File: src/rtl/can_txarb_pkg.sv
package can_txarb_pkg;
    localparam int unsigned MBOX_N = 32;
    localparam int unsigned PRIO_BITS = 6;

    typedef enum logic [1:0] {
        OUT_NONE = 2'd0,
        OUT_DONE = 2'd1,
        OUT_LOST = 2'd2
    } eng_out_e;
endpackage

File: src/rtl/can_txarb_pick.sv
module can_txarb_pick #(
    parameter int unsigned N  = 32,
    parameter int unsigned PW = 6
) (
    input  logic [N-1:0]         elig_i,
    input  logic [N*PW-1:0]      prio_i,
    output logic                 hit_o,
    output logic [$clog2(N)-1:0] idx_o
);
    localparam int unsigned IW = $clog2(N);
    localparam int unsigned LV = IW;
    localparam int unsigned P  = 1 << LV;

    logic          nv [LV+1][P];
    logic [PW-1:0] np [LV+1][P];
    logic [IW-1:0] ni [LV+1][P];

    // balanced tree: upper child holds the larger indices, so it wins ties
    always_comb begin
        for (int l = 0; l <= int'(LV); l++) begin
            for (int k = 0; k < int'(P); k++) begin
                nv[l][k] = 1'b0;
                np[l][k] = '0;
                ni[l][k] = '0;
            end
        end
        for (int k = 0; k < int'(N); k++) begin
            nv[0][k] = elig_i[k];
            np[0][k] = prio_i[k*PW +: PW];
            ni[0][k] = IW'(k);
        end
        for (int l = 0; l < int'(LV); l++) begin
            for (int k = 0; k < int'(P >> (l + 1)); k++) begin
                if (nv[l][2*k+1] && (!nv[l][2*k] || (np[l][2*k+1] >= np[l][2*k]))) begin
                    nv[l+1][k] = 1'b1;
                    np[l+1][k] = np[l][2*k+1];
                    ni[l+1][k] = ni[l][2*k+1];
                end else begin
                    nv[l+1][k] = nv[l][2*k];
                    np[l+1][k] = np[l][2*k];
                    ni[l+1][k] = ni[l][2*k];
                end
            end
        end
        hit_o = nv[LV][0];
        idx_o = ni[LV][0];
    end
endmodule

File: src/rtl/can_txarb_flags.sv
module can_txarb_flags #(
    parameter int unsigned N = 32
) (
    input  logic         clk,
    input  logic         rst_n,
    input  logic [N-1:0] set_i,
    input  logic         clr_wr_i,
    input  logic [N-1:0] clr_mask_i,
    output logic [N-1:0] flags_o
);
    typedef struct packed {
        logic [N-1:0] bits;
    } flag_st_t;

    flag_st_t st_d, st_q;

    always_comb begin
        st_d = st_q;
        if (clr_wr_i) begin
            st_d.bits = st_d.bits & ~clr_mask_i;
        end
        st_d.bits = st_d.bits | set_i;
    end

    always_ff @(posedge clk or negedge rst_n) begin
        if (!rst_n) begin
            st_q <= '0;
        end else begin
            st_q <= st_d;
        end
    end

    assign flags_o = st_q.bits;
endmodule

File: src/rtl/can_txarb_req.sv
module can_txarb_req
    import can_txarb_pkg::*;
#(
    parameter int unsigned N = 32
) (
    input  logic                 clk,
    input  logic                 rst_n,
    input  logic [N-1:0]         en_i,
    input  logic [N-1:0]         dir_i,
    input  logic                 set_wr_i,
    input  logic [N-1:0]         set_mask_i,
    input  logic                 abort_wr_i,
    input  logic [N-1:0]         abort_mask_i,
    input  logic                 sof_i,
    input  eng_out_e             outcome_i,
    input  logic                 pick_hit_i,
    input  logic [$clog2(N)-1:0] pick_idx_i,
    output logic [N-1:0]         req_o,
    output logic [N-1:0]         elig_o,
    output logic                 busy_o,
    output logic [$clog2(N)-1:0] cur_idx_o,
    output logic [N-1:0]         ack_set_o,
    output logic [N-1:0]         abt_set_o
);
    localparam int unsigned IW = $clog2(N);

    typedef struct packed {
        logic [N-1:0]  req;
        logic          busy;
        logic          abt_pend;
        logic [IW-1:0] idx;
    } req_st_t;

    req_st_t      st_d, st_q;
    logic [N-1:0] set_vec, abort_vec, fly, abt_now, ack_set, abt_late;
    logic         grant;

    always_comb begin
        st_d     = st_q;
        ack_set  = '0;
        abt_late = '0;
        set_vec   = set_wr_i ? set_mask_i : '0;
        abort_vec = abort_wr_i ? abort_mask_i : '0;
        grant = !st_q.busy && sof_i && pick_hit_i;

        fly = '0;
        if (st_q.busy) begin
            fly[st_q.idx] = 1'b1;
        end else if (grant) begin
            fly[pick_idx_i] = 1'b1;
        end

        // cancels of mailboxes not on the wire act at once
        abt_now = abort_vec & (st_q.req | set_vec) & ~fly;

        if (grant) begin
            st_d.busy     = 1'b1;
            st_d.idx      = pick_idx_i;
            st_d.abt_pend = abort_vec[pick_idx_i];
        end else if (st_q.busy) begin
            unique case (outcome_i)
                OUT_DONE: begin
                    ack_set[st_q.idx] = 1'b1;
                    st_d.busy     = 1'b0;
                    st_d.abt_pend = 1'b0;
                end
                OUT_LOST: begin
                    if (st_q.abt_pend || abort_vec[st_q.idx]) begin
                        abt_late[st_q.idx] = 1'b1;
                    end
                    st_d.busy     = 1'b0;
                    st_d.abt_pend = 1'b0;
                end
                default: begin
                    if (abort_vec[st_q.idx]) begin
                        st_d.abt_pend = 1'b1;
                    end
                end
            endcase
        end

        st_d.req = ((st_q.req & ~ack_set & ~abt_late) | set_vec) & ~abt_now;
    end

    always_ff @(posedge clk or negedge rst_n) begin
        if (!rst_n) begin
            st_q <= '0;
        end else begin
            st_q <= st_d;
        end
    end

    assign req_o     = st_q.req;
    assign elig_o    = en_i & ~dir_i & st_q.req;
    assign busy_o    = st_q.busy;
    assign cur_idx_o = st_q.idx;
    assign ack_set_o = ack_set;
    assign abt_set_o = abt_now | abt_late;
endmodule

File: src/rtl/can_tx_mbox_arb.sv
module can_tx_mbox_arb
    import can_txarb_pkg::*;
#(
    parameter int unsigned NUM_MBOX = MBOX_N,
    parameter int unsigned PRIO_W   = PRIO_BITS
) (
    input  logic                        clk,
    input  logic                        rst_n,
    input  logic [NUM_MBOX-1:0]         mbox_en_i,
    input  logic [NUM_MBOX-1:0]         mbox_dir_i,
    input  logic [NUM_MBOX*PRIO_W-1:0]  mbox_prio_i,
    input  logic [NUM_MBOX-1:0]         mbox_irq_en_i,
    input  logic                        req_set_wr_i,
    input  logic [NUM_MBOX-1:0]         req_set_mask_i,
    input  logic                        req_abort_wr_i,
    input  logic [NUM_MBOX-1:0]         req_abort_mask_i,
    input  logic                        ack_clr_wr_i,
    input  logic [NUM_MBOX-1:0]         ack_clr_mask_i,
    input  logic                        aack_clr_wr_i,
    input  logic [NUM_MBOX-1:0]         aack_clr_mask_i,
    input  logic                        irq_clr_i,
    input  logic                        eng_sof_i,
    input  logic                        eng_done_i,
    input  logic                        eng_lost_i,
    output logic                        sel_valid_o,
    output logic [$clog2(NUM_MBOX)-1:0] sel_idx_o,
    output logic                        busy_o,
    output logic [NUM_MBOX-1:0]         tx_req_o,
    output logic [NUM_MBOX-1:0]         tx_ack_o,
    output logic [NUM_MBOX-1:0]         abort_ack_o,
    output logic                        irq_o,
    output logic [$clog2(NUM_MBOX)-1:0] irq_mbox_o
);
    localparam int unsigned IW = $clog2(NUM_MBOX);

    typedef struct packed {
        logic          flag;
        logic [IW-1:0] mbox;
    } irq_st_t;

    eng_out_e            outcome;
    logic [NUM_MBOX-1:0] elig, ack_set, abt_set, ev;
    logic                pick_hit, busy;
    logic [IW-1:0]       pick_idx, cur_idx, ev_hi;
    irq_st_t             irq_d, irq_q;

    always_comb begin
        if (eng_done_i) begin
            outcome = OUT_DONE;
        end else if (eng_lost_i) begin
            outcome = OUT_LOST;
        end else begin
            outcome = OUT_NONE;
        end
    end

    can_txarb_pick #(.N(NUM_MBOX), .PW(PRIO_W)) u_pick (
        .elig_i (elig),
        .prio_i (mbox_prio_i),
        .hit_o  (pick_hit),
        .idx_o  (pick_idx)
    );

    can_txarb_req #(.N(NUM_MBOX)) u_req (
        .clk          (clk),
        .rst_n        (rst_n),
        .en_i         (mbox_en_i),
        .dir_i        (mbox_dir_i),
        .set_wr_i     (req_set_wr_i),
        .set_mask_i   (req_set_mask_i),
        .abort_wr_i   (req_abort_wr_i),
        .abort_mask_i (req_abort_mask_i),
        .sof_i        (eng_sof_i),
        .outcome_i    (outcome),
        .pick_hit_i   (pick_hit),
        .pick_idx_i   (pick_idx),
        .req_o        (tx_req_o),
        .elig_o       (elig),
        .busy_o       (busy),
        .cur_idx_o    (cur_idx),
        .ack_set_o    (ack_set),
        .abt_set_o    (abt_set)
    );

    can_txarb_flags #(.N(NUM_MBOX)) u_ack (
        .clk        (clk),
        .rst_n      (rst_n),
        .set_i      (ack_set),
        .clr_wr_i   (ack_clr_wr_i),
        .clr_mask_i (ack_clr_mask_i),
        .flags_o    (tx_ack_o)
    );

    can_txarb_flags #(.N(NUM_MBOX)) u_aack (
        .clk        (clk),
        .rst_n      (rst_n),
        .set_i      (abt_set),
        .clr_wr_i   (aack_clr_wr_i),
        .clr_mask_i (aack_clr_mask_i),
        .flags_o    (abort_ack_o)
    );

    always_comb begin
        ev    = (ack_set | abt_set) & mbox_irq_en_i;
        ev_hi = '0;
        for (int i = 0; i < int'(NUM_MBOX); i++) begin
            if (ev[i]) begin
                ev_hi = IW'(i);
            end
        end
        irq_d = irq_q;
        if (irq_clr_i) begin
            irq_d.flag = 1'b0;
        end
        if (|ev) begin
            irq_d.flag = 1'b1;
            irq_d.mbox = ev_hi;
        end
    end

    always_ff @(posedge clk or negedge rst_n) begin
        if (!rst_n) begin
            irq_q <= '0;
        end else begin
            irq_q <= irq_d;
        end
    end

    assign busy_o      = busy;
    assign sel_valid_o = busy | pick_hit;
    assign sel_idx_o   = busy ? cur_idx : pick_idx;
    assign irq_o       = irq_q.flag;
    assign irq_mbox_o  = irq_q.mbox;
endmodule

File: config.mk
export PLATFORM = sky130hd
export DESIGN_NAME = can_tx_mbox_arb
export DESIGN_NICKNAME = d
export VERILOG_FILES = /design/src/rtl/can_txarb_pkg.sv /design/src/rtl/can_txarb_pick.sv /design/src/rtl/can_txarb_flags.sv /design/src/rtl/can_txarb_req.sv /design/src/rtl/can_tx_mbox_arb.sv
export SDC_FILE = /design/constraint.sdc
export NUM_CORES = 1
export LEC_CHECK = 0
export ABC_CLOCK_PERIOD_IN_PS = 17750
export BUFFER_PORTS_ARGS = -buffer_cell sky130_fd_sc_hd__buf_2
export CELL_PAD_IN_SITES_DETAIL_PLACEMENT = 1
export CELL_PAD_IN_SITES_GLOBAL_PLACEMENT = 2
export CORE_ASPECT_RATIO = 1.25
export CORE_MARGIN = 10
export CORE_UTILIZATION = 28
export DETAILED_ROUTE_END_ITERATION = 12
export GPL_ROUTABILITY_DRIVEN = 0
export GPL_TIMING_DRIVEN = 0
export HOLD_SLACK_MARGIN = 0.12
export PLACE_DENSITY = 0.86
export SYNTH_ARGS = -nofsm -noshare
export SYNTH_HDL_FRONTEND = slang
export SYNTH_SLANG_ARGS = --single-unit
File: constraint.sdc
create_clock -name clk -period 17.75 [get_ports clk]
set_input_delay 2.6625 -clock clk [delete_from_list [all_inputs] [get_ports clk]]
set_output_delay 2.6625 -clock clk [all_outputs]
set_load 0.03 [all_outputs]
Word level (Yosys, flattened, before mapping)
Cells that the tools add are included.
{"block": "op_classes", "order_cmp": 35, "eq_ne": 2, "n_mux": 154, "n_bitwise": 24, "reduce_logical": 105}
{"op": "$mux W32", "n": 13}
{"op": "$and A32 B32 Y32", "n": 10}
{"op": "$not A32 Y32", "n": 7}
{"op": "$or A32 B32 Y32", "n": 6}
{"op": "$ge A6 B6 Y1", "n": 31}
{"op": "$mux W6", "n": 31}
{"op": "$mux W5", "n": 32}
{"op": "$mux W1", "n": 56}
{"op": "$logic_and A1 B1 Y1", "n": 35}
{"op": "$logic_not A1 Y1", "n": 32}
{"op": "$logic_or A1 B1 Y1", "n": 32}
{"op": "$reduce_or A32 Y1", "n": 1}
{"op": "$mux W2", "n": 12}
{"op": "$lt A5 B6 Y1 const B", "n": 2}
{"op": "$mux W3", "n": 4}
{"op": "$bmux W1 S5", "n": 2}
{"op": "$demux W1 S5", "n": 2}
{"op": "$ge A5 B1 Y1 const B", "n": 2}
{"op": "$mux W4", "n": 2}
{"op": "$reduce_bool A2 Y1", "n": 2}
{"op": "$reduce_bool A3 Y1", "n": 1}
{"op": "$eq A2 B1 Y1 const B", "n": 1}
{"op": "$eq A2 B2 Y1 const B", "n": 1}
{"op": "$reduce_and A2 Y1", "n": 1}
{"op": "other kinds (2)", "n": 2}
{"block": "word_totals", "register_bits": 109, "elab_cells": 328}

Logic depth before layout (Yosys ltp)
{"block": "depth", "depth_word": 66, "ltp_mapped": 52, "ltp_nobuf": 48}

Cells and area by module
From an unflattened synthesis, not the netlist that was laid out.
{"block": "unflattened", "hier_cells": 1762, "hier_area_um2": 14764.2}
{"module": "can_txarb_pick", "instances": 1, "cells_per_inst": 886, "area_per_inst_um2": 7150.6}
{"module": "can_txarb_req", "instances": 1, "cells_per_inst": 564, "area_per_inst_um2": 4234.1}
{"module": "can_txarb_flags", "instances": 2, "cells_per_inst": 99, "area_per_inst_um2": 1194.9}
{"module": "can_tx_mbox_arb", "instances": 1, "cells_per_inst": 114, "area_per_inst_um2": 989.7}

Worst setup path before layout
Ideal clock, no wire load.
{"block": "synth_path", "kind": "input port to output port", "startpoint": "input mbox_prio_i[90]", "endpoint": "output sel_idx_o[0]", "t_arrival_ns": 11.981, "t_required_ns": 15.087, "path_slack_ns": 3.106, "cell_stages": 43, "cell_sequence": "inv_1 -> ha_1 -> nand2b_1 -> a211o_1 -> o211ai_1 -> a211oi_1 -> mux2_2 -> ha_1 -> a21o_1 -> a221oi_1 -> o21ai_0 -> nand2_1 -> clkbuf_1 -> mux2i_1 -> inv_1 -> ha_1 -> nand2b_1 -> nand3_1 -> (+7 left out) -> o41ai_4 -> inv_1 -> nor2_1 -> a21oi_1 -> ha_1 -> nand2b_1 -> a211oi_1 -> o31ai_1 -> a21oi_1 -> a22o_1 -> a211oi_2 -> a311oi_2 -> nand2_1 -> buf_6 -> buf_2 -> buf_1 -> clkbuf_1 -> o21ai_0"}
{"block": "synth_between", "elab_chain_cells": 21}
{"item": "start: declaration", "line": "can_tx_mbox_arb.sv:11", "source": "input logic [NUM_MBOX*PRIO_W-1:0] mbox_prio_i,"}
{"item": "$ge A6 B6 Y1", "line": "can_txarb_pick.sv:34", "source": "if (nv[l][2*k+1] && (!nv[l][2*k] || (np[l][2*k+1] >= np[l][2*k]))) begin"}
{"item": "$logic_or A1 B1 Y1", "line": "can_txarb_pick.sv:34"}
{"item": "$logic_and A1 B1 Y1", "line": "can_txarb_pick.sv:34"}
{"item": "$mux W6", "line": "can_txarb_pick.sv:34"}
{"item": "$ge A6 B6 Y1", "line": "can_txarb_pick.sv:34"}
{"item": "$logic_or A1 B1 Y1", "line": "can_txarb_pick.sv:34"}
{"item": "$logic_and A1 B1 Y1", "line": "can_txarb_pick.sv:34"}
{"item": "$mux W6", "line": "can_txarb_pick.sv:34"}
{"item": "(+5 left out)"}
{"item": "$logic_or A1 B1 Y1", "line": "can_txarb_pick.sv:34"}
{"item": "$logic_and A1 B1 Y1", "line": "can_txarb_pick.sv:34"}
{"item": "$mux W6 or $mux W1 (tied branches)", "line": "can_txarb_pick.sv:34"}
{"item": "$ge A6 B6 Y1 or $logic_not A1 Y1 (tied branches)", "line": "can_txarb_pick.sv:34"}
{"item": "$logic_or A1 B1 Y1", "line": "can_txarb_pick.sv:34"}
{"item": "$logic_and A1 B1 Y1", "line": "can_txarb_pick.sv:34"}
{"item": "$mux W5 (*)", "line": "can_txarb_pick.sv:34"}
{"item": "$mux W5 (*)", "line": "can_tx_mbox_arb.sv:131", "source": "assign sel_idx_o = busy ? cur_idx : pick_idx;"}
{"item": "end: declaration", "line": "can_tx_mbox_arb.sv:26", "source": "output logic [$clog2(NUM_MBOX)-1:0] sel_idx_o,"}
Mark *: on every way between the ends. The rest lies on a longest branch, timed or not.

Worst setup path after layout
{"block": "layout_path", "startpoint": "input mbox_prio_i[62]", "endpoint": "output sel_idx_o[0]"}
{"block": "layout_between", "elab_chain_cells": 21}
{"item": "$ge A6 B6 Y1", "line": "can_txarb_pick.sv:34"}
{"item": "$logic_or A1 B1 Y1", "line": "can_txarb_pick.sv:34"}
{"item": "$logic_and A1 B1 Y1", "line": "can_txarb_pick.sv:34"}
{"item": "$mux W6", "line": "can_txarb_pick.sv:34"}
{"item": "$ge A6 B6 Y1", "line": "can_txarb_pick.sv:34"}
{"item": "$logic_or A1 B1 Y1", "line": "can_txarb_pick.sv:34"}
{"item": "$logic_and A1 B1 Y1", "line": "can_txarb_pick.sv:34"}
{"item": "$mux W6 or $mux W1 (tied branches)", "line": "can_txarb_pick.sv:34"}
{"item": "(+5 left out)"}
{"item": "$logic_or A1 B1 Y1", "line": "can_txarb_pick.sv:34"}
{"item": "$logic_and A1 B1 Y1", "line": "can_txarb_pick.sv:34"}
{"item": "$mux W6 or $mux W1 (tied branches)", "line": "can_txarb_pick.sv:34"}
{"item": "$ge A6 B6 Y1 or $logic_not A1 Y1 (tied branches)", "line": "can_txarb_pick.sv:34"}
{"item": "$logic_or A1 B1 Y1", "line": "can_txarb_pick.sv:34"}
{"item": "$logic_and A1 B1 Y1", "line": "can_txarb_pick.sv:34"}
{"item": "$mux W5 (*)", "line": "can_txarb_pick.sv:34"}
{"item": "$mux W5 (*)", "line": "can_tx_mbox_arb.sv:131"}
Marked as above.

==> impl_metrics.ini <==
[run_status]
status = finished, final reports clean

[sta]
fin_crit_ns = 16.71
hold_viol_final = 0
tns_ns = 0
finClkSkew_ns = 0.0116
setup_viol = 0
fin_crit_sh = 0.941
rsz0062_at_grt = false
drv_slew = 0
worstMarginPinSlew_ns = 1.22
fmax_mhz = 59.9
slew_headroom = 0.182

[worst_hold_path]
hold_path.class = reg -> reg
hold_start = u_ack.flags_o[26]
min_to = u_ack.flags_o[26]
holdPathStages = 2

[setup_path]
cpMostUsedCell = a21oi_1
crit_buf_inv = 11
reg2reg_depth = 39
r2r-start = u_req.req_o[10]
cpPeakStageDelay_ns = 0.70
crit_path_top_delay_cell = o21ai_1
cp-end-kind = primary output
critPathKind = in -> out
r2r_slack_ns = 5.36
cp_top_family = compound AO/OA/AOI/OAI gates
arrival_ns = 14.04
worstReg2RegEnd = irq_mbox_o[0]
critPathMaxFanout = 10
start_kind = primary input
cp.required_ns = 15.09

[final_layout]
fillers = 6629
syn2layout_area_growth_pct = 26.9
drive_above_1_share = 0.271
final_net_count = 3128

[routing]
drc = 0
antenna_left = 0
viasPerCell = 5.58
drt_iter0_markers = 1224
wl_per_cell_um = 26.8
dr.pass1.iters = 5
drt_wl_total_mm = 86.0
vias = 17929

[clock_tree]
cts_buffers = 9
clockBufferDepth = 2
tritoncts = built
clk_latency_ns = 0.40
clock-root-buffer = clkbuf_16
cts_sinks = 109
ctsHoldBuffers = 0
htree_levels = 3
clkSlewWorstSetupHoldPaths_ns = 0.08

[run]
maxCapViolations = 0

[power]
peakVddDrop_uv = 118
power.leakage_nw = 9.56
p_total_mw = 2.53
internal_power_mw = 1.04
p_clk_frac = 0.092
p_switching_mw = 1.49
p_sw_frac = 0.589
combPwrFrac = 0.758
power_frac_seq = 0.151
power.density_nw_per_um2 = 135

[floorplanning]
num_rows = 94
die_h_um = 277
core_area_um2 = 52300
dieArea_um2 = 62300
die_x_um = 225
io_pins = 535
start_util = 0.282

[logic_synthesis]
syn_area_um2 = 14700
seq_area_frac_synth = 0.185
yosysWarnings = 0
synthDistinctLibCells = 89
synth_cells = 1968
synth_area_per_cell_um2 = 7.49
ys_seq_elements = 109
syn_nets = 2580
async_flop_share = 1.00
synth-edff-count = 0
ys.flop_type = dfrtp_1

[global_route]
grt_pass1_wl_mm = 124
antenna_found_initial = 24
grt_pass1_vias = 19402
track_usage = 0.264
gr-total-overflow = 0
grt_max_degree = 66

[placement]
portBuffers = 532
dpl.hpwl_mm = 74.4
per-layer routing:
layer  vias up  GRT usage  routed length, µm
met1      8769      0.283              32500
met4         2      0.143               4580
met5         -          0                  7
met3       210     0.0464               4890
met2       718      0.480              44100
li1       8230          -                  -
how the worst max path moves through the flow:
stage / from / to / cells past startpoint
2_1_floorplan: mbox_prio_i[90] / sel_idx_o[0] / 43
3_3_place_gp: mbox_prio_i[90] / sel_idx_o[0] / 44
3_5_place_dp: mbox_prio_i[90] / sel_idx_o[0] / 44
4_1_cts: mbox_prio_i[90] / sel_idx_o[0] / 44
5_1_grt: mbox_prio_i[162] / sel_idx_o[0] / 45
6_report: mbox_prio_i[62] / sel_idx_o[0] / 41
cell families after synthesis:
logic type | count (synthesis) | share of synthesized area
adders and majority gates | 186 | 0.158
AOI/OAI and AO/OA | 600 | 0.265
muxes | 134 | 0.0946
DFF | 109 | 0.185
buffers and inverters | 267 | 0.0783
and+or+nand+nor | 672 | 0.219
layout make-up:
class	count	area, µm²	share of cell area
Antenna cell	21	52.6	0.00281
Timing Repair Buffer	537	2730	0.146
Tap cell	672	841	0.0449
Multi-Input combinational cell	1592	10900	0.582
Inverter	162	608	0.0325
Buffer	105	547	0.0292
Clock buffer	11	253	0.0135
Sequential cell	109	2730	0.146
Clock inverter	5	66.3	0.00354
power by group through the flow:
stage | logic (mW) | registers [mW] | clock network, mW
after floorplan | 1.12 | 0.413 | 0
after global placement | 1.82 | 0.381 | 0
after detailed placement | 1.87 | 0.384 | 0
after CTS | 1.87 | 0.380 | 0.233
after global routing | 2.04 | 0.389 | 0.244
final | 1.92 | 0.381 | 0.232
synthesized netlist by cell type, types with 11 or more instances:
library cell    n  area share
a211o_1        16      0.0095
a211oi_1       23       0.012
a21boi_0       22       0.011
a21o_1         22       0.011
a21oi_1       163       0.055
a221o_1        15       0.010
a22o_1         15      0.0089
a22oi_1        16      0.0081
a31oi_1        12      0.0051
and2_1         18      0.0076
and3_1         11      0.0047
and3b_1        12      0.0071
buf_2          14      0.0048
buf_4          32       0.016
clkbuf_1       53       0.013
dfrtp_1       109        0.18
ha_1          186        0.16
inv_1         162       0.041
mux2_2         43       0.033
mux2i_1        91       0.062
nand2_1       261       0.066
nand2b_1       34       0.014
nand3_1        24      0.0081
nand3b_1       31       0.016
nor2_1        164       0.042
nor3_1         44       0.015
o211ai_1       36       0.018
o21a_1         20       0.010
o21ai_0       147       0.050
o22ai_1        13      0.0055
registers in the layout (all words and copies together), names as in the netlist:
name,cells
irq_o,1
u_ack.flags_o,32
u_req.req_o,32
u_req.busy_o,1
u_req.cur_idx_o,5
u_req.st_q,1
irq_mbox_o,5
u_aack.flags_o,32
cell usage in the layout, fill, tap and decap left out, types with 9 or more instances in the layout:
master / count
clkbuf_1: 53
dfrtp_1: 109
o21a_1: 20
and2_1: 18
inv_1: 162
o22ai_1: 13
diode_2: 21
mux2_2: 43
a21boi_0: 22
buf_2: 545
nor2_1: 164
and3b_1: 12
a21o_1: 22
o21ai_0: 147
a211o_1: 16
ha_1: 186
a31oi_1: 12
or3_1: 9
a221o_1: 15
a211oi_1: 22
nand2b_1: 34
a21oi_1: 163
buf_4: 36
a22oi_1: 16
nand3_1: 24
o211ai_1: 36
nand3b_1: 31
mux2i_1: 91
nor3_1: 44
and4b_1: 9
nand2_1: 261
a22o_1: 15
and3_1: 11
clkbuf_16: 9
nand4_1: 10
worst min-delay path: stages, from the launching register on:
cell	delay, ns
dfrtp_1	0.35
nand2_1	0.05
o21ai_0	0.06
what timing repair did:
action | CTS | global route
resized for setup | 0 | 5
endpoints found under the setup margin | 0 | 1
setup buffers | 0 | 4
stage by stage:
stage	std cells	worst slack (ns)	instance area, µm²	hold WS [ns]	utilization
6_report	3214	1.04	18700	0.493	0.357
5_1_grt	3210	0.0469	18700	0.509	0.357
4_1_cts	3189	0.267	18600	0.488	0.355
3_5_place_dp	3173	0.299	18300	0.464	0.349
3_3_place_gp	3172	0.478	18300	0.462	0.349
2_1_floorplan	1968	3.11	14700	0.528	-
No activity file was read; power rests on OpenSTA's default activity.
